**src/rtl/sar_adc_pkg.sv**
```systemverilog
`timescale 1ns/1ps
package sar_adc_pkg;
  localparam int ADDR_W  = 8;
  localparam int DATA_W  = 32;
  localparam int SEL_LSB = 5;
  localparam int VLD_BIT = 15;

  localparam logic [ADDR_W-1:0] A_CTRL = 8'h04;
  localparam logic [ADDR_W-1:0] A_STAT = 8'h08;
  localparam logic [ADDR_W-1:0] A_CYC  = 8'h0C;
  localparam logic [ADDR_W-1:0] A_RES0 = 8'h14;
  localparam logic [ADDR_W-1:0] A_IEN  = 8'h20;
  localparam logic [ADDR_W-1:0] A_ICLR = 8'h24;
  localparam logic [ADDR_W-1:0] A_ISTA = 8'h28;

  typedef enum logic [1:0] {PH_IDLE, PH_STARTUP, PH_SAMPLE, PH_COMPARE} phase_e;

  typedef struct packed {
    logic [3:0] cmp_cyc;
    logic [3:0] div;
    logic [3:0] window;
    logic [4:0] startup;
  } cyc_cfg_t;

  function automatic logic [4:0] at_least_one(input logic [4:0] v);
    return (v == 5'd0) ? 5'd1 : v;
  endfunction
endpackage

```
**src/rtl/sar_tick.sv**
```systemverilog
`timescale 1ns/1ps
module sar_tick #(
  parameter int DW = 4
) (
  input  logic          clk,
  input  logic          rst_n,
  input  logic          run_i,
  input  logic [DW-1:0] div_i,
  output logic          tick_o
);
  logic [DW-1:0] cnt_q;

  assign tick_o = run_i && (cnt_q == div_i);

  always_ff @(posedge clk) begin
    if (!rst_n)              cnt_q <= '0;
    else if (!run_i)         cnt_q <= '0;
    else if (cnt_q == div_i) cnt_q <= '0;
    else                     cnt_q <= cnt_q + DW'(1);
  end

  // the prescaler never runs past the latched divider
  assert_div_range_R5: assert property (@(posedge clk) disable iff (!rst_n)
    run_i |-> (cnt_q <= div_i));
endmodule

```
**src/rtl/sar_seq.sv**
```systemverilog
`timescale 1ns/1ps
module sar_seq
  import sar_adc_pkg::*;
#(
  parameter int RW  = 12,
  parameter int NCH = 3,
  localparam int CHW = (NCH > 1) ? $clog2(NCH) : 1,
  localparam int BW  = $clog2(RW)
) (
  input  logic           clk,
  input  logic           rst_n,
  input  logic           start_i,
  input  logic [CHW-1:0] start_ch_i,
  input  cyc_cfg_t       cfg_i,
  input  logic           tick_i,
  input  logic           cmp_i,
  output logic           busy_o,
  output logic [3:0]     div_o,
  output logic           done_o,
  output logic [CHW-1:0] chan_o,
  output logic [RW-1:0]  result_o,
  output logic           sample_o,
  output logic [RW-1:0]  trial_o
);
  phase_e         phase_q;
  cyc_cfg_t       cfg_q;
  logic [4:0]     cnt_q;
  logic [BW-1:0]  bit_q;
  logic [RW-1:0]  acc_q;
  logic [CHW-1:0] chan_q;
  logic [4:0]     limit;
  logic           phase_last;
  logic [RW-1:0]  bit_mask;

  always_comb begin
    case (phase_q)
      PH_STARTUP: limit = at_least_one(cfg_q.startup);
      PH_SAMPLE:  limit = at_least_one({1'b0, cfg_q.window});
      PH_COMPARE: limit = at_least_one({1'b0, cfg_q.cmp_cyc});
      default:    limit = 5'd1;
    endcase
  end

  assign phase_last = tick_i && (phase_q != PH_IDLE) && ((cnt_q + 5'd1) == limit);
  assign bit_mask   = RW'(1) << bit_q;
  assign result_o   = acc_q | (cmp_i ? bit_mask : '0);
  assign done_o     = (phase_q == PH_COMPARE) && phase_last && (bit_q == '0);
  assign busy_o     = (phase_q != PH_IDLE);
  assign sample_o   = (phase_q == PH_SAMPLE);
  assign trial_o    = (phase_q == PH_COMPARE) ? (acc_q | bit_mask) : '0;
  assign div_o      = cfg_q.div;
  assign chan_o     = chan_q;

  always_ff @(posedge clk) begin
    if (!rst_n) begin
      phase_q <= PH_IDLE;
      cfg_q   <= '0;
      cnt_q   <= '0;
      bit_q   <= '0;
      acc_q   <= '0;
      chan_q  <= '0;
    end else if (start_i && (phase_q == PH_IDLE)) begin
      phase_q <= PH_STARTUP;
      cfg_q   <= cfg_i;
      cnt_q   <= '0;
      bit_q   <= BW'(RW-1);
      acc_q   <= '0;
      chan_q  <= start_ch_i;
    end else if (tick_i && (phase_q != PH_IDLE)) begin
      if (phase_last) begin
        cnt_q <= '0;
        case (phase_q)
          PH_STARTUP: phase_q <= PH_SAMPLE;
          PH_SAMPLE: begin
            phase_q <= PH_COMPARE;
            bit_q   <= BW'(RW-1);
          end
          PH_COMPARE: begin
            acc_q <= result_o;
            if (bit_q == '0) phase_q <= PH_IDLE;
            else             bit_q   <= bit_q - BW'(1);
          end
          default: phase_q <= PH_IDLE;
        endcase
      end else begin
        cnt_q <= cnt_q + 5'd1;
      end
    end
  end

  // the first trial after sampling tests the MSB alone
  assert_msb_first_R6: assert property (@(posedge clk) disable iff (!rst_n)
    ((phase_q == PH_SAMPLE) && phase_last) |=> (trial_o == (RW'(1) << (RW-1))));
  // the final bit decision ends the busy period
  assert_done_ends_busy_R5: assert property (@(posedge clk) disable iff (!rst_n)
    done_o |=> !busy_o);
  // the routed channel cannot move during a conversion
  assert_chan_held_R4: assert property (@(posedge clk) disable iff (!rst_n)
    (busy_o && !done_o) |=> $stable(chan_o));
endmodule

```
**src/rtl/sar_result_bank.sv**
```systemverilog
`timescale 1ns/1ps
module sar_result_bank #(
  parameter int RW  = 12,
  parameter int NCH = 3,
  localparam int CHW = (NCH > 1) ? $clog2(NCH) : 1
) (
  input  logic                    clk,
  input  logic                    rst_n,
  input  logic                    clr_i,
  input  logic [CHW-1:0]          clr_ch_i,
  input  logic                    wr_i,
  input  logic [CHW-1:0]          wr_ch_i,
  input  logic [RW-1:0]           wr_data_i,
  output logic [NCH-1:0]          valid_o,
  output logic [NCH-1:0][RW-1:0]  code_o
);
  for (genvar g = 0; g < NCH; g++) begin : g_ch
    always_ff @(posedge clk) begin
      if (!rst_n) begin
        valid_o[g] <= 1'b0;
        code_o[g]  <= '0;
      end else if (clr_i && (clr_ch_i == CHW'(g))) begin
        valid_o[g] <= 1'b0;
      end else if (wr_i && (wr_ch_i == CHW'(g))) begin
        valid_o[g] <= 1'b1;
        code_o[g]  <= wr_data_i;
      end
    end

    // a start on this channel drops its valid flag
    assert_valid_clear_R7: assert property (@(posedge clk) disable iff (!rst_n)
      (clr_i && (clr_ch_i == CHW'(g))) |=> !valid_o[g]);
    // a written result is flagged valid and held
    assert_valid_set_R7: assert property (@(posedge clk) disable iff (!rst_n)
      (wr_i && !clr_i && (wr_ch_i == CHW'(g))) |=> (valid_o[g] && (code_o[g] == $past(wr_data_i))));
  end
endmodule

```
**src/rtl/sar_adc_ctrl.sv**
```systemverilog
`timescale 1ns/1ps
module sar_adc_ctrl
  import sar_adc_pkg::*;
#(
  parameter int RES_BITS = 12,
  parameter int CHANNELS = 3,
  localparam int CHW = (CHANNELS > 1) ? $clog2(CHANNELS) : 1
) (
  input  logic                clk,
  input  logic                rst_n,
  input  logic                bus_wr,
  input  logic [ADDR_W-1:0]   bus_addr,
  input  logic [DATA_W-1:0]   bus_wdata,
  output logic [DATA_W-1:0]   bus_rdata,
  output logic [CHW-1:0]      mux_sel,
  output logic                sample_en,
  output logic [RES_BITS-1:0] trial_code,
  input  logic                cmp_in,
  output logic                irq
);
  logic                en_q;
  logic [CHANNELS-1:0] sel_q;
  cyc_cfg_t            cfg_q;
  logic                ien_q;
  logic                ist_q;

  logic                wr_ctrl, wr_cyc, wr_ien, wr_iclr;
  logic [CHANNELS-1:0] sel_w;
  logic                sel_one, en_rise, start;
  logic [CHW-1:0]      start_ch;

  logic                busy, done, tick;
  logic [3:0]          div;
  logic [RES_BITS-1:0] result;
  logic [CHANNELS-1:0] res_valid;
  logic [CHANNELS-1:0][RES_BITS-1:0] res_code;

  logic unused_wdata;
  assign unused_wdata = ^bus_wdata[DATA_W-1:20];

  assign wr_ctrl = bus_wr && (bus_addr == A_CTRL);
  assign wr_cyc  = bus_wr && (bus_addr == A_CYC);
  assign wr_ien  = bus_wr && (bus_addr == A_IEN);
  assign wr_iclr = bus_wr && (bus_addr == A_ICLR);

  assign sel_w   = bus_wdata[SEL_LSB +: CHANNELS];
  assign sel_one = (sel_w != '0) && ((sel_w & (sel_w - CHANNELS'(1))) == '0);
  assign en_rise = wr_ctrl && bus_wdata[0] && !en_q;
  assign start   = en_rise && sel_one && !busy;

  always_comb begin
    start_ch = '0;
    for (int c = 0; c < CHANNELS; c++) begin
      if (sel_w[c]) start_ch = CHW'(c);
    end
  end

  always_ff @(posedge clk) begin
    if (!rst_n) begin
      en_q  <= 1'b0;
      sel_q <= '0;
      cfg_q <= '0;
      ien_q <= 1'b0;
      ist_q <= 1'b0;
    end else begin
      if (wr_ctrl) begin
        en_q  <= bus_wdata[0];
        sel_q <= sel_w;
      end
      if (wr_cyc) begin
        cfg_q.startup <= bus_wdata[4:0];
        cfg_q.window  <= bus_wdata[11:8];
        cfg_q.div     <= bus_wdata[15:12];
        cfg_q.cmp_cyc <= bus_wdata[19:16];
      end
      if (wr_ien) ien_q <= bus_wdata[0];
      if (done && ien_q)                 ist_q <= 1'b1;
      else if (wr_iclr && bus_wdata[0])  ist_q <= 1'b0;
    end
  end

  assign irq = ist_q;

  always_comb begin
    bus_rdata = '0;
    case (bus_addr)
      A_CTRL: begin
        bus_rdata[0]                     = en_q;
        bus_rdata[SEL_LSB +: CHANNELS]   = sel_q;
      end
      A_STAT: bus_rdata[0] = busy;
      A_CYC: begin
        bus_rdata[4:0]   = cfg_q.startup;
        bus_rdata[11:8]  = cfg_q.window;
        bus_rdata[15:12] = cfg_q.div;
        bus_rdata[19:16] = cfg_q.cmp_cyc;
      end
      A_IEN:  bus_rdata[0] = ien_q;
      A_ISTA: bus_rdata[0] = ist_q;
      default: begin
        for (int c = 0; c < CHANNELS; c++) begin
          if (bus_addr == ADDR_W'(A_RES0 + ADDR_W'(4 * c))) begin
            bus_rdata[RES_BITS-1:0] = res_code[c];
            bus_rdata[VLD_BIT]      = res_valid[c];
          end
        end
      end
    endcase
  end

  sar_tick #(.DW(4)) tick_i (
    .clk    (clk),
    .rst_n  (rst_n),
    .run_i  (busy),
    .div_i  (div),
    .tick_o (tick)
  );

  sar_seq #(.RW(RES_BITS), .NCH(CHANNELS)) seq_i (
    .clk        (clk),
    .rst_n      (rst_n),
    .start_i    (start),
    .start_ch_i (start_ch),
    .cfg_i      (cfg_q),
    .tick_i     (tick),
    .cmp_i      (cmp_in),
    .busy_o     (busy),
    .div_o      (div),
    .done_o     (done),
    .chan_o     (mux_sel),
    .result_o   (result),
    .sample_o   (sample_en),
    .trial_o    (trial_code)
  );

  sar_result_bank #(.RW(RES_BITS), .NCH(CHANNELS)) bank_i (
    .clk       (clk),
    .rst_n     (rst_n),
    .clr_i     (start),
    .clr_ch_i  (start_ch),
    .wr_i      (done),
    .wr_ch_i   (mux_sel),
    .wr_data_i (result),
    .valid_o   (res_valid),
    .code_o    (res_code)
  );

  // the interrupt only rises when it was enabled
  assert_irq_gated_R9: assert property (@(posedge clk) disable iff (!rst_n)
    $rose(irq) |-> $past(ien_q));
  // a bad select pattern never starts a conversion
  assert_bad_select_R3: assert property (@(posedge clk) disable iff (!rst_n)
    (en_rise && !sel_one && !busy) |=> !busy);
  // an enable edge during a conversion neither stops nor restarts it
  assert_busy_ignores_R4: assert property (@(posedge clk) disable iff (!rst_n)
    (en_rise && busy && !done) |=> busy);
  // a clear with no competing completion drops the interrupt
  assert_clear_R10: assert property (@(posedge clk) disable iff (!rst_n)
    (wr_iclr && bus_wdata[0] && !done) |=> !irq);
  // a legal enable edge while idle raises busy
  assert_start_R2: assert property (@(posedge clk) disable iff (!rst_n)
    (en_rise && sel_one && !busy) |=> busy);
endmodule

```
**config.mk**
```make
export PLATFORM = sky130hd
export DESIGN_NAME = sar_adc_ctrl
export DESIGN_NICKNAME = d
export VERILOG_FILES = /design/src/rtl/sar_adc_pkg.sv /design/src/rtl/sar_tick.sv /design/src/rtl/sar_seq.sv /design/src/rtl/sar_result_bank.sv /design/src/rtl/sar_adc_ctrl.sv
export SDC_FILE = /design/constraint.sdc
export NUM_CORES = 1
export LEC_CHECK = 0
export BUFFER_PORTS_ARGS = -buffer_cell sky130_fd_sc_hd__buf_2
export CAP_MARGIN = 10
export CORE_MARGIN = 1.5
export CORE_UTILIZATION = 51
export CTS_BUF_LIST = sky130_fd_sc_hd__clkbuf_4 sky130_fd_sc_hd__clkbuf_8 sky130_fd_sc_hd__clkbuf_16
export DETAILED_ROUTE_END_ITERATION = 12
export GPL_ROUTABILITY_DRIVEN = 0
export PLACE_DENSITY = 0.77
export SYNTH_ARGS = -nofsm -noshare
export SYNTH_HDL_FRONTEND = slang
export SYNTH_SLANG_ARGS = --single-unit
```
**constraint.sdc**
```tcl
create_clock -name clk -period 2.45 [get_ports clk]
set_input_delay 0.1225 -clock clk [delete_from_list [all_inputs] [get_ports clk]]
set_output_delay 0.1225 -clock clk [all_outputs]
set_load 0.1 [all_outputs]
```
# == After elaboration in Yosys (flattened, before gate mapping) ==
# Index checks and enable logic that the tools add are counted.
# totals
regBits,108
inputBits,44
elab_cells,150
# op_classes
n_addsub,4
n_eq_ne,22
n_shift,1
muxes,34
bitwise_logic,8
reduce_logical,55
# op_table
operator,count
12-bit two-way mux,5
4-bit two-way mux,7
"8-bit by 5-bit equality test with 1-bit output, second input constant",3
"8-bit by 6-bit equality test with 1-bit output, second input constant",3
12-bit OR,2
4-bit case mux with 2 select lines,3
1-bit logical AND,23
"8-bit by 4-bit equality test with 1-bit output, second input constant",2
5-bit case mux with 3 select lines,1
4-bit logical NOT,3
"1-bit by 4-bit << shifter with 12-bit output, first input constant",1
5-bit two-way mux,2
2-bit nonzero test,5
1-bit two-way mux,9
3-bit AND reduction,3
"2-bit equality test, second input constant",4
"8-bit by 3-bit equality test with 1-bit output, second input constant",1
4-bit AND reduction,2
2-bit OR reduction,4
4-bit OR reduction,2
"2-bit by 1-bit equality test with 1-bit output, second input constant",3
2-bit logical NOT,3
"3-bit != test, second input constant",2
2-bit case mux with 3 select lines,1
20 further kinds,30

# == Logic depth before layout (Yosys ltp) ==
# Gate-level depths: netlist of the first run.
# logic_depth
ltp_word,9
depth_mapped,10

# == Hierarchy ==
# A second synthesis of the first run with hierarchy kept.
# hier_totals
hier_cells,675
hier_area_um2,5631.7
# modules_own_cells
module,instances,cells_per_inst,area_each_um2,seq_area_each_um2
sar_seq,1,307,2329.7,840.8
sar_adc_ctrl,1,201,1600.3,460.4
sar_result_bank,1,148,1497.7,780.7
sar_tick,1,19,203.9,80.1

# == Worst setup path before layout of the first run ==
# OpenSTA, ideal clock, no wires.
# synth_path
path_kind,reg2reg
startpoint,reg seq_i.phase_q[0]
endpoint,reg seq_i.bit_q[0]
setup_time_ns,0.122
arrival_ns,3.190
slack_ns,-0.862
path_stages_with_launch,9
n_path_buf,0
period_less_slack_ns,3.312
cell_sequence,dfxtp_1 > inv_1 > ha_1 > or4b_1 > nand3_1 > nor3_1 > or3_4 > or4_1 > o311a_1
# synth_between
elab_chain_len,6
# synth_lines
item,line_no,text
start: declaration,sar_seq.sv:25,phase_e phase_q;
start signal: assignment,sar_seq.sv:56,phase_q <= PH_IDLE;
start signal: assignment,sar_seq.sv:63,phase_q <= PH_STARTUP;
start signal: assignment,sar_seq.sv:73,PH_STARTUP: phase_q <= PH_SAMPLE;
2-bit equality test (*),--,
net sample_en,sar_adc_ctrl.sv:16,"output logic sample_en,"
5-bit case mux with 3 select lines,sar_seq.sv:36,case (phase_q)
5-bit equality test,sar_seq.sv:44,assign phase_last = tick_i && (phase_q != PH_IDLE) && ((cnt_q + 5'd1) == limit);
1-bit logical AND,sar_seq.sv:44,
2-bit nonzero test (no line),--,
4-bit AND reduction (no line),--,
end signal: assignment,sar_seq.sv:66,bit_q <= BW'(RW-1);
end signal: assignment,sar_seq.sv:76,bit_q <= BW'(RW-1);
end signal: assignment,sar_seq.sv:81,else bit_q <= bit_q - BW'(1);
end: declaration,sar_seq.sv:28,logic [BW-1:0] bit_q;
# Mark *: on every way through the listed nets, which the timed path passes. The rest lies on a longest branch. The select of a mux whose other input is x is not followed.
# A chain may end at the register's enable or synchronous reset.

# == Worst setup path after layout of the first run ==
# layout_path
startpoint,reg seq_i.phase_q[1]
endpoint,reg seq_i.bit_q[0]
# layout_between
elab_chain_len,6
# layout_lines
item,line_no
2-bit equality test (tied with other cells),"sar_seq.sv:36, sar_seq.sv:72"
5-bit case mux with 3 select lines (tied with other cells),sar_seq.sv:36
5-bit equality test (tied with other cells),sar_seq.sv:44
"1-bit logical AND, on equally long branches","sar_seq.sv:44, sar_seq.sv:62"
2-bit nonzero test (no line) (tied with other cells),--
4-bit AND reduction (no line),--
# Parallel ways exist; a longest one is shown, timed or not. The select of a mux whose other input is x is not followed.

==> results of run 1 <==
## worst max-delay path: stages, from the launching register on
cell	delay, ns
dfxtp_2	0.35
buf_6	0.12
ha_4	0.17
a222oi_1	0.40
buf_4	0.21
a21oi_1	0.08
nor3_2	0.23
nor3_2	0.10
or4_4	0.53
o311a_1	0.30
## power by group through the flow
stage / logic (mW) / registers, mW / clock network, mW
3_5_place_dp: 0.175 / 1.80 / 0
6_report: 0.193 / 1.76 / 1.02
4_1_cts: 0.187 / 1.76 / 1.02
5_1_grt: 0.201 / 1.76 / 1.10
2_1_floorplan: 0.139 / 1.80 / 0
3_3_place_gp: 0.174 / 1.80 / 0
## cells in the mapped netlist (2+ instances only)
library cell / instances
dfxtp_1: 108
o311a_1: 2
nand2_1: 148
mux2i_1: 25
clkbuf_1: 34
nor2_1: 31
and3_1: 4
o21a_1: 3
buf_2: 6
a31o_2: 14
nor4b_1: 2
buf_4: 12
xor2_1: 5
nand3_1: 29
inv_1: 12
or4b_1: 2
nand4_1: 3
nor3b_1: 4
o211a_1: 12
and2_1: 8
o21ai_0: 19
a22o_1: 2
xnor2_1: 8
buf_6: 2
a21oi_1: 76
nand2b_1: 3
nand3b_1: 3
nor4_1: 7
ha_1: 12
nor3_1: 14
a222oi_1: 16
or3_1: 6
nor2b_1: 3
## layer usage
metal  wire [um]  GRT usage
met5           0          0
met4         513      0.118
met3        1120     0.0524
met2        7560      0.472
met1        6220      0.327
## flip-flops by register name, indices dropped and copies added, names as in the netlist
name and flops:
irq 1, sel_q 3, seq_i.acc_q 12, seq_i.cnt_q 5
tick_i.cnt_q 4, seq_i.bit_q 4, bank_i.code_o 36, en_q 1
ien_q 1, seq_i.cfg_q 13, seq_i.chan_o 2, bank_i.valid_o 3
seq_i.phase_q 2, seq_i.div_o 4, cfg_q 17
## cells by family after synthesis
kind of cell,count (synthesis),synth area share
and+or+nand+nor,277,0.243
AOI/OAI and AO/OA,153,0.190
DFF,108,0.406
buffers and inverters,66,0.0593
muxes,25,0.0470
xor gates and xnor gates,14,0.0256
adders and majority gates,12,0.0282
other,1,0.000705
## repair_timing
action	in CTS	in global routing
cloned	1	1
buffers inserted	4	1
endpoints found under the setup margin	60	62
endpoints found under the hold margin	10	1
resized for setup	16	10
pin swaps	7	1
hold buffers	10	1
## area by class of cell
class	count	area share
inverter	12	0.00678
multi-input combinational	493	0.453
sequential	108	0.326
timing repair buffer	130	0.162
tap	136	0.0256
clock inverter	6	0.00716
clock buffer	9	0.0187
## stage by stage
| stage | area (um2) | utilization | TNS [ns] |
|---|---|---|---|
| after floorplan | 5410 | - | -3.20 |
| after global placement | 6210 | 0.607 | -3.47 |
| after detailed placement | 6210 | 0.607 | -6.77 |
| after CTS | 6580 | 0.643 | -0.790 |
| after global routing | 6640 | 0.649 | -8.44 |
| final | 6640 | 0.649 | -3.49 |
## worst paths after layout
| path | start | endpoint | slack [ns] | cells after the start |
|---|---|---|---|---|
| max reg2reg | seq_i.phase_q[1] | seq_i.bit_q[0] | -0.14 | 9 |
| min reg2reg | bank_i.valid_o[2] | bank_i.valid_o[2] | 0.45 | 2 |
| min | bus_wdata[4] | cfg_q[4] | 0.009 | 3 |
| max | seq_i.phase_q[1] | seq_i.bit_q[0] | -0.14 | 9 |
==> flow_metrics.tcl, run 1 <==
set metrics [dict create \
    status "finished, violations left" \
    violations "negative setup slack" \
    clkPwrFrac 0.344 \
    synth-seq-cells 108 \
    die_y_um 105 \
    grt_max_degree 43 \
    synth.cell_area_mm2 0.00532 \
    dieArea_mm2 0.0111 \
    async_flop_share 0 \
    port_buffers 67 \
    grt_antenna_before_repair 0 \
    holdCritPathClass "input pin to flip-flop" \
    fin_skew_ns 0.0118 \
    period_share 1.06 \
    synth_top_area_share 0.406 \
    clock_sinks 108 \
    yosysTopAreaCell "dfxtp_1" \
    synth_edf_count 0 \
    cp-end-kind "flip-flop" \
    power.internal_mw 2.17 \
    wl_per_cell_um 17.2 \
    arrival_ns 2.86 \
    cts_made_buffers 9 \
    max_freq_ghz 0.386 \
    drive_above_1_share 0.236 \
    netlist_instances 656 \
    dp_slack_ns -0.200 \
    layout.cells.most_common "nand2_1" \
    die_w_um 105 \
    ys.warnings.count 0 \
    ys_top_cells_by_area "dfxtp_1 41%, nand2_1 10%, a21oi_1 7.2%, mux2i_1 4.7%, a222oi_1 3.0%" \
    final-max-slew-violation-count 0 \
    hpwlAfterDp_mm 10.9 \
    critPathKind "flip-flop to flip-flop" \
    vdd_drop_max_mv 0.338 \
    layout_min_cycle_time_ns 2.59 \
    grt_pass1_vias 5004 \
    worst_skew_pair.late_latency_ns 0.37 \
    diodes 0 \
    overflow 0 \
    fillers 847 \
    area_delta_synth_final_pct 24.9 \
    multiInputGateArea_mm2 0.00301 \
    clockBufferDepth 2 \
    yosysSeqAreaShare 0.406 \
    drtPass1Iterations 6 \
    viasPerCell 5.89 \
    detail-route-antenna-nets 0 \
    start_util 0.520 \
    grt_use_total 0.272 \
    core_area_mm2 0.0102 \
    switching_share 0.268 \
    final_nets 810 \
    place_inst 861 \
    p_per_area_mw_per_mm2 447 \
    layout_common_cells "148 x nand2_1, 106 x dfxtp_1, 74 x a21oi_1, 54 x buf_2, 44 x buf_4" \
    timing.hold.ws_ns 0.00897 \
    synth_area_per_cell_um2 8.11 \
    tightest_slew_ns 0.574 \
    seqPwrFrac 0.591 \
    clk_pin_slew_worst_paths_ns 0.11 \
    rsz0062_at_grt "yes" \
    cts_root_buffer "clkbuf_8" \
    finalWorstSetupSlack_ns -0.142 \
    max_slew_margin 0.617 \
    power.leakage_nw 2.71 \
    drtIter0Drc 470 \
    hold_viol 0 \
    remaining_drc_errors 0 \
    finalNonFillerCells 894 \
    cp.required_ns 2.72 \
    num_io_pins 92 \
    grt_pass1_wl_mm 24.0 \
    switching_power_mw 0.794 \
    total_power_mw 2.97 \
    routed_wirelength_mm 15.4 \
    cp-start-kind "flip-flop" \
    synth_cell_type_count 54 \
    register_area_mm2 0.00216 \
    cts_tree "yes" \
    crit_fanout 7 \
    via_count 5267 \
    h-tree-depth 3 \
    maxCapViolCount 0 \
    setup_viol 46 \
    combPwrFrac 0.065 \
    synth_ff_type "dfxtp_1" \
    num_rows 37 \
]
Power figures use the tool's default switching activity.
==> run 2, diff against run 1 <==
Settings changed: ABC_AREA set to 1, PLACE_DENSITY 0.77 to 0.76.
==> run 2 against run 1 <==
The flow now finishes without violations. Register-to-register slack better by 0.34 ns. Synthesized cell count rose by 29%. Core utilization shrank 2.1 points. Clock power increased by 9.8%.
==> flow_metrics.tcl, run 2 <==
set metrics [dict create \
    status "finished, final reports clean" \
    crit_fanout 15 \
    power.leakage_nw 2.72 \
    grt_use_total 0.264 \
    max_freq_ghz 0.427 \
    synth_common_cells "191 x nand2_1, 126 x nor2_1, 108 x dfxtp_1" \
    die_w_um 109 \
    layout_min_cycle_time_ns 2.34 \
    h-tree-depth 3 \
    worst_skew_pair.late_latency_ns 0.38 \
    setup_viol 0 \
    path_cells "ha_1 > buf_4 > inv_1 > a21oi_1 > buf_2" \
    grt_pass1_vias 5114 \
    final-max-slew-violation-count 0 \
    grt_max_degree 61 \
    netlist_instances 845 \
    slowest_stage "buf_2" \
    critPathMaxStageDelay_ns 0.45 \
    drive_above_1_share 0.165 \
    viasPerCell 5.34 \
    overflow 0 \
    utilization 0.628 \
    final_nets 975 \
    synth.cell_area_mm2 0.00574 \
    p_per_area_mw_per_mm2 481 \
    synth_area_per_cell_um2 6.79 \
    yosysSeqAreaShare 0.377 \
    cts_root_buffer "clkbuf_8" \
    drtPass1Iterations 6 \
    wl_per_cell_um 14.4 \
    synth-seq-cells 108 \
    cp-end-kind "primary output" \
    vdd_drop_max_mv 0.353 \
    detail-route-antenna-nets 0 \
    port_buffers 67 \
    dieArea_mm2 0.0119 \
    clk_pin_slew_worst_paths_ns 0.10 \
    rsz0062_at_grt "no" \
    core_area_mm2 0.0109 \
    layout_common_cells "191 x nand2_1, 125 x nor2_1, 106 x dfxtp_1, 92 x inv_1, 57 x o21ai_0" \
    yosysTopAreaCell "dfxtp_1" \
    synth_cell_type_count 36 \
    cts_tree "yes" \
    largest_reg_flops 36 \
    cp.required_ns 2.33 \
    remaining_drc_errors 0 \
    max_slew_margin 0.557 \
    clock_sinks 108 \
    synth.most_common_cell "nand2_1" \
    critPathKind "flip-flop to primary output" \
    grt_pass1_wl_mm 24.5 \
    fin_skew_ns 0.00912 \
    synth_edf_count 0 \
    ys_top_cells_by_area "dfxtp_1 38%, nand2_1 12%, nor2_1 8.2%, inv_1 6.1%, nand4_1 5.1%" \
    synth_ff_type "dfxtp_1" \
    maxCapViolCount 0 \
    layout.cells.most_common "nand2_1" \
    routed_wirelength_mm 15.4 \
    drtIter0Drc 367 \
    period_share 0.956 \
    ys.warnings.count 0 \
    start_util 0.527 \
    num_rows 38 \
    hold_viol 0 \
    diodes 0 \
    async_flop_share 0 \
    area_delta_synth_final_pct 19.2 \
    timing.hold.ws_ns 0.0138 \
    hpwlAfterDp_mm 10.6 \
    arrival_ns 2.22 \
    die_y_um 109 \
    holdCritPathClass "input pin to flip-flop" \
    cp-start-kind "flip-flop" \
    top_register "bank_i.code_o" \
    via_count 5683 \
    cts_made_buffers 9 \
    num_io_pins 92 \
    tightest_slew_ns 0.664 \
    synth_top_area_share 0.377 \
    grt_antenna_before_repair 0 \
    clockBufferDepth 2 \
    top_regs "bank_i.code_o (36), cfg_q (17), seq_i.cfg_q (13)" \
]
run 2: cell families (layout without fill, tap and decap cells):
family                   Yosys count  after routing  share of synthesized area
buffers and inverters            153            221                      0.122
adder cells (fa/ha/maj)           12             12                     0.0262
AND/OR/NAND/NOR                  417            417                      0.316
AO/OA/AOI/OAI                    146            146                      0.145
XOR/XNOR                           8              8                     0.0135
other                              1             12                   0.000654
flip-flops                       108            108                      0.377
run 2: timing repair:
action,4_1_cts,5_1_grt
resized for setup,0,13
buffers inserted,0,4
setup endpoints to repair,0,65
endpoints found under the hold margin,15,0
hold buffers,15,0
run 2: area by class of cell:
cell class	instances	area [um2]
fillers	978	4050
multi-input cells	595	2990
flip-flops and latches	108	2160
repair buffers	106	933
inverters	99	372
well taps	140	175
clock buffers	11	139
clock inverters	5	62.6
run 2: per-stage QoR:
stage	setup TNS, ns	cell area [um2]	setup WS [ns]	power, mW	cells
after floorplan	-1.81	5820	-0.181	2.09	856
after global placement	0	6350	0.231	2.17	1028
after detailed placement	0	6350	0.126	2.17	1028
after CTS	0	6700	0.0767	3.29	1059
after global routing	0	6840	0.00248	3.42	1064
final	0	6840	0.108	3.29	1064
run 2: worst max-delay path, delay by kind of cell (launching register included):
kind                       cells  cell delay, ns
buffers and inverters          3            0.95
DFF                            1            0.40
adders and majority gates      1            0.26
AOI/OAI and AO/OA              1            0.22
run 2: final timing paths:
check                         from  slack [ns]           endpoint  cells after the start
setup / recovery  seq_i.phase_q[0]        0.11      trial_code[7]                      5
hold / removal       bus_wdata[14]        0.01          cfg_q[11]                      3
setup reg to reg    seq_i.cnt_q[1]        0.20  bank_i.code_o[13]                     13
hold reg to reg          cfg_q[14]        0.48          cfg_q[14]                      2
run 2: power breakdown:
part	internal, mW	switching, mW
Combinational	0.110	0.297
Sequential	1.76	0.00572
Clock	0.500	0.619
run 2: per-layer routing:
metal,GRT usage,wire (um),vias up
met1,0.350,6720,2588
met2,0.421,7170,190
met5,0,0,-
met4,0.115,516,0
li1,-,-,2866
met3,0.0466,946,39
==> run 3, diff against run 2 <==
Settings changed: REMOVE_ABC_BUFFERS set to 1, SLEW_MARGIN set to 20.
==> run 3 against run 2 <==
Hold slack improved by 0.0066 ns. Clock skew grew 0.0012 ns. Clock power is 18% higher. Register-to-register slack is essentially flat. Critical endpoint is now bank_i.code_o[17]. Largest cell class unchanged.
==> flow_metrics.tcl, run 3 (same netlist as run 2, synthesis figures left out) <==
set metrics [dict create \
    status "finished, final reports clean" \
    largest_reg_flops 36 \
    max_freq_ghz 0.442 \
    register_area_mm2 0.00216 \
    cts_made_buffers 9 \
    p_per_area_mw_per_mm2 515 \
    remaining_drc_errors 0 \
    max_slew_margin 0.563 \
    cp_num_buf_inv 4 \
    power.leakage_nw 2.72 \
    core_area_mm2 0.0109 \
    grt_pass1_wl_mm 24.1 \
    hold_viol 0 \
    routed_wirelength_mm 15.1 \
    grt_pass1_vias 5104 \
    viasPerCell 5.32 \
    area_delta_synth_final_pct 17.8 \
    crit_fanout 19 \
    die_y_um 109 \
    port_buffers 67 \
    vdd_drop_max_mv 0.518 \
    clkPwrFrac 0.379 \
    top_regs "bank_i.code_o (36), cfg_q (17), seq_i.cfg_q (13)" \
    seqPwrFrac 0.509 \
    tns_ns 0 \
    final-max-slew-violation-count 0 \
    arrival_ns 2.54 \
    grt_antenna_before_repair 0 \
    fin_skew_ns 0.0103 \
    fillers 1006 \
    cp-start-kind "flip-flop" \
    grt_max_degree 61 \
    critPathKind "flip-flop to flip-flop" \
    switching_power_mw 0.930 \
    grt_use_total 0.260 \
    start_util 0.527 \
    wl_per_cell_um 14.3 \
    rsz0062_at_grt "no" \
    overflow 0 \
    path_cells "inv_1 > ha_1 > inv_1 > nand2_1 > inv_1 > nand2_1 > nand2_1 > nand2_1 > nor2_4 > nand3_4 > nor2_4 > buf_12 > nand4_1 > nand2_1 > nor2_1" \
    num_io_pins 92 \
    tightest_slew_ns 0.655 \
    detail-route-antenna-nets 0 \
    critPathMaxStageDelay_ns 0.38 \
    cp.required_ns 2.73 \
    worst_skew_pair.late_latency_ns 0.38 \
    final_nets 972 \
    drive_above_1_share 0.151 \
    combPwrFrac 0.112 \
    layout.cells.most_common "nand2_1" \
    via_count 5641 \
    finalNonFillerCells 1061 \
    hpwlAfterDp_mm 10.1 \
    top_register "bank_i.code_o" \
    clk_pin_slew_worst_paths_ns 0.10 \
    cts_root_buffer "clkbuf_8" \
    holdCritPathClass "input pin to flip-flop" \
    h-tree-depth 3 \
    slowest_stage "dfxtp_2" \
    period_share 0.923 \
    place_inst 1026 \
    switching_share 0.267 \
    drtPass1Iterations 5 \
    die_w_um 109 \
    clock_sinks 108 \
    critical-path-top-delay-family "simple AND/OR/NAND/NOR gates" \
    crit_top_cell "nand2_1" \
    power.internal_mw 2.55 \
    maxCapViolCount 0 \
    dieArea_mm2 0.0119 \
    diodes 0 \
    setup_viol 0 \
    cts_tree "yes" \
    layout_min_cycle_time_ns 2.26 \
    cp-end-kind "flip-flop" \
    clockBufferDepth 2 \
    layout_common_cells "191 x nand2_1, 125 x nor2_1, 106 x dfxtp_1, 94 x inv_1, 58 x o21ai_0" \
    utilization 0.621 \
    num_rows 38 \
    drtIter0Drc 413 \
    multiInputGateArea_mm2 0.00295 \
]
run 3: timing repair:
| action | in CTS | in global routing |
|---|---|---|
| endpoints found under the hold margin | 12 | 1 |
| endpoints found under the setup margin | 0 | 62 |
| setup buffers | 0 | 5 |
| hold buffers | 12 | 1 |
| resized for setup | 0 | 12 |
run 3: worst min-delay path, cell delays in order:
cell and delay, ns:
buf_2 0.10, nand2_1 0.06, a21oi_1 0.06
run 3: path summary, 6_finish.rpt:
kind,start,to,slack (ns),cells past startpoint
worst max-delay path,seq_i.phase_q[0],bank_i.code_o[17],0.19,15
worst min-delay path,bus_wdata[18],cfg_q[15],0.02,3
worst max register to register,seq_i.phase_q[0],bank_i.code_o[17],0.19,15
worst min register to register,cfg_q[5],cfg_q[5],0.48,2
run 3: area by class of cell:
cell class,instances,area share
Sequential cell,108,0.320
Multi-Input combinational cell,595,0.437
Clock inverter,7,0.0183
Timing Repair Buffer,103,0.125
Tap cell,140,0.0259
Inverter,99,0.0554
Clock buffer,9,0.0183
run 3: per-stage QoR:
stage | hold slack [ns] | setup slack (ns) | total power [mW] | cell area [um2]
floorplan | 0.220 | -0.861 | 2.06 | 5450
global placement | 0.378 | 0.151 | 2.16 | 6250
detailed placement | 0.381 | 0.0489 | 2.16 | 6250
CTS | 0.0000314 | 0.0187 | 3.49 | 6620
global route | 0.00602 | 0.00970 | 3.62 | 6760
finish | 0.0204 | 0.189 | 3.48 | 6760
run 3: power by group through the flow:
stage	sequential (mW)	clock [mW]	combinational [mW]
final	1.77	1.32	0.390
after global routing	1.77	1.42	0.427
after CTS	1.77	1.35	0.368
after detailed placement	1.81	0	0.352
after global placement	1.81	0	0.350
after floorplan	1.81	0	0.256
run 3: routing by layer:
metal  track usage  up-vias  share of wire
met5             0        -              0
met4         0.106        0          0.024
met3        0.0418       30          0.062
met2         0.431      209           0.48
met1         0.337     2548           0.43
li1              -     2854              -
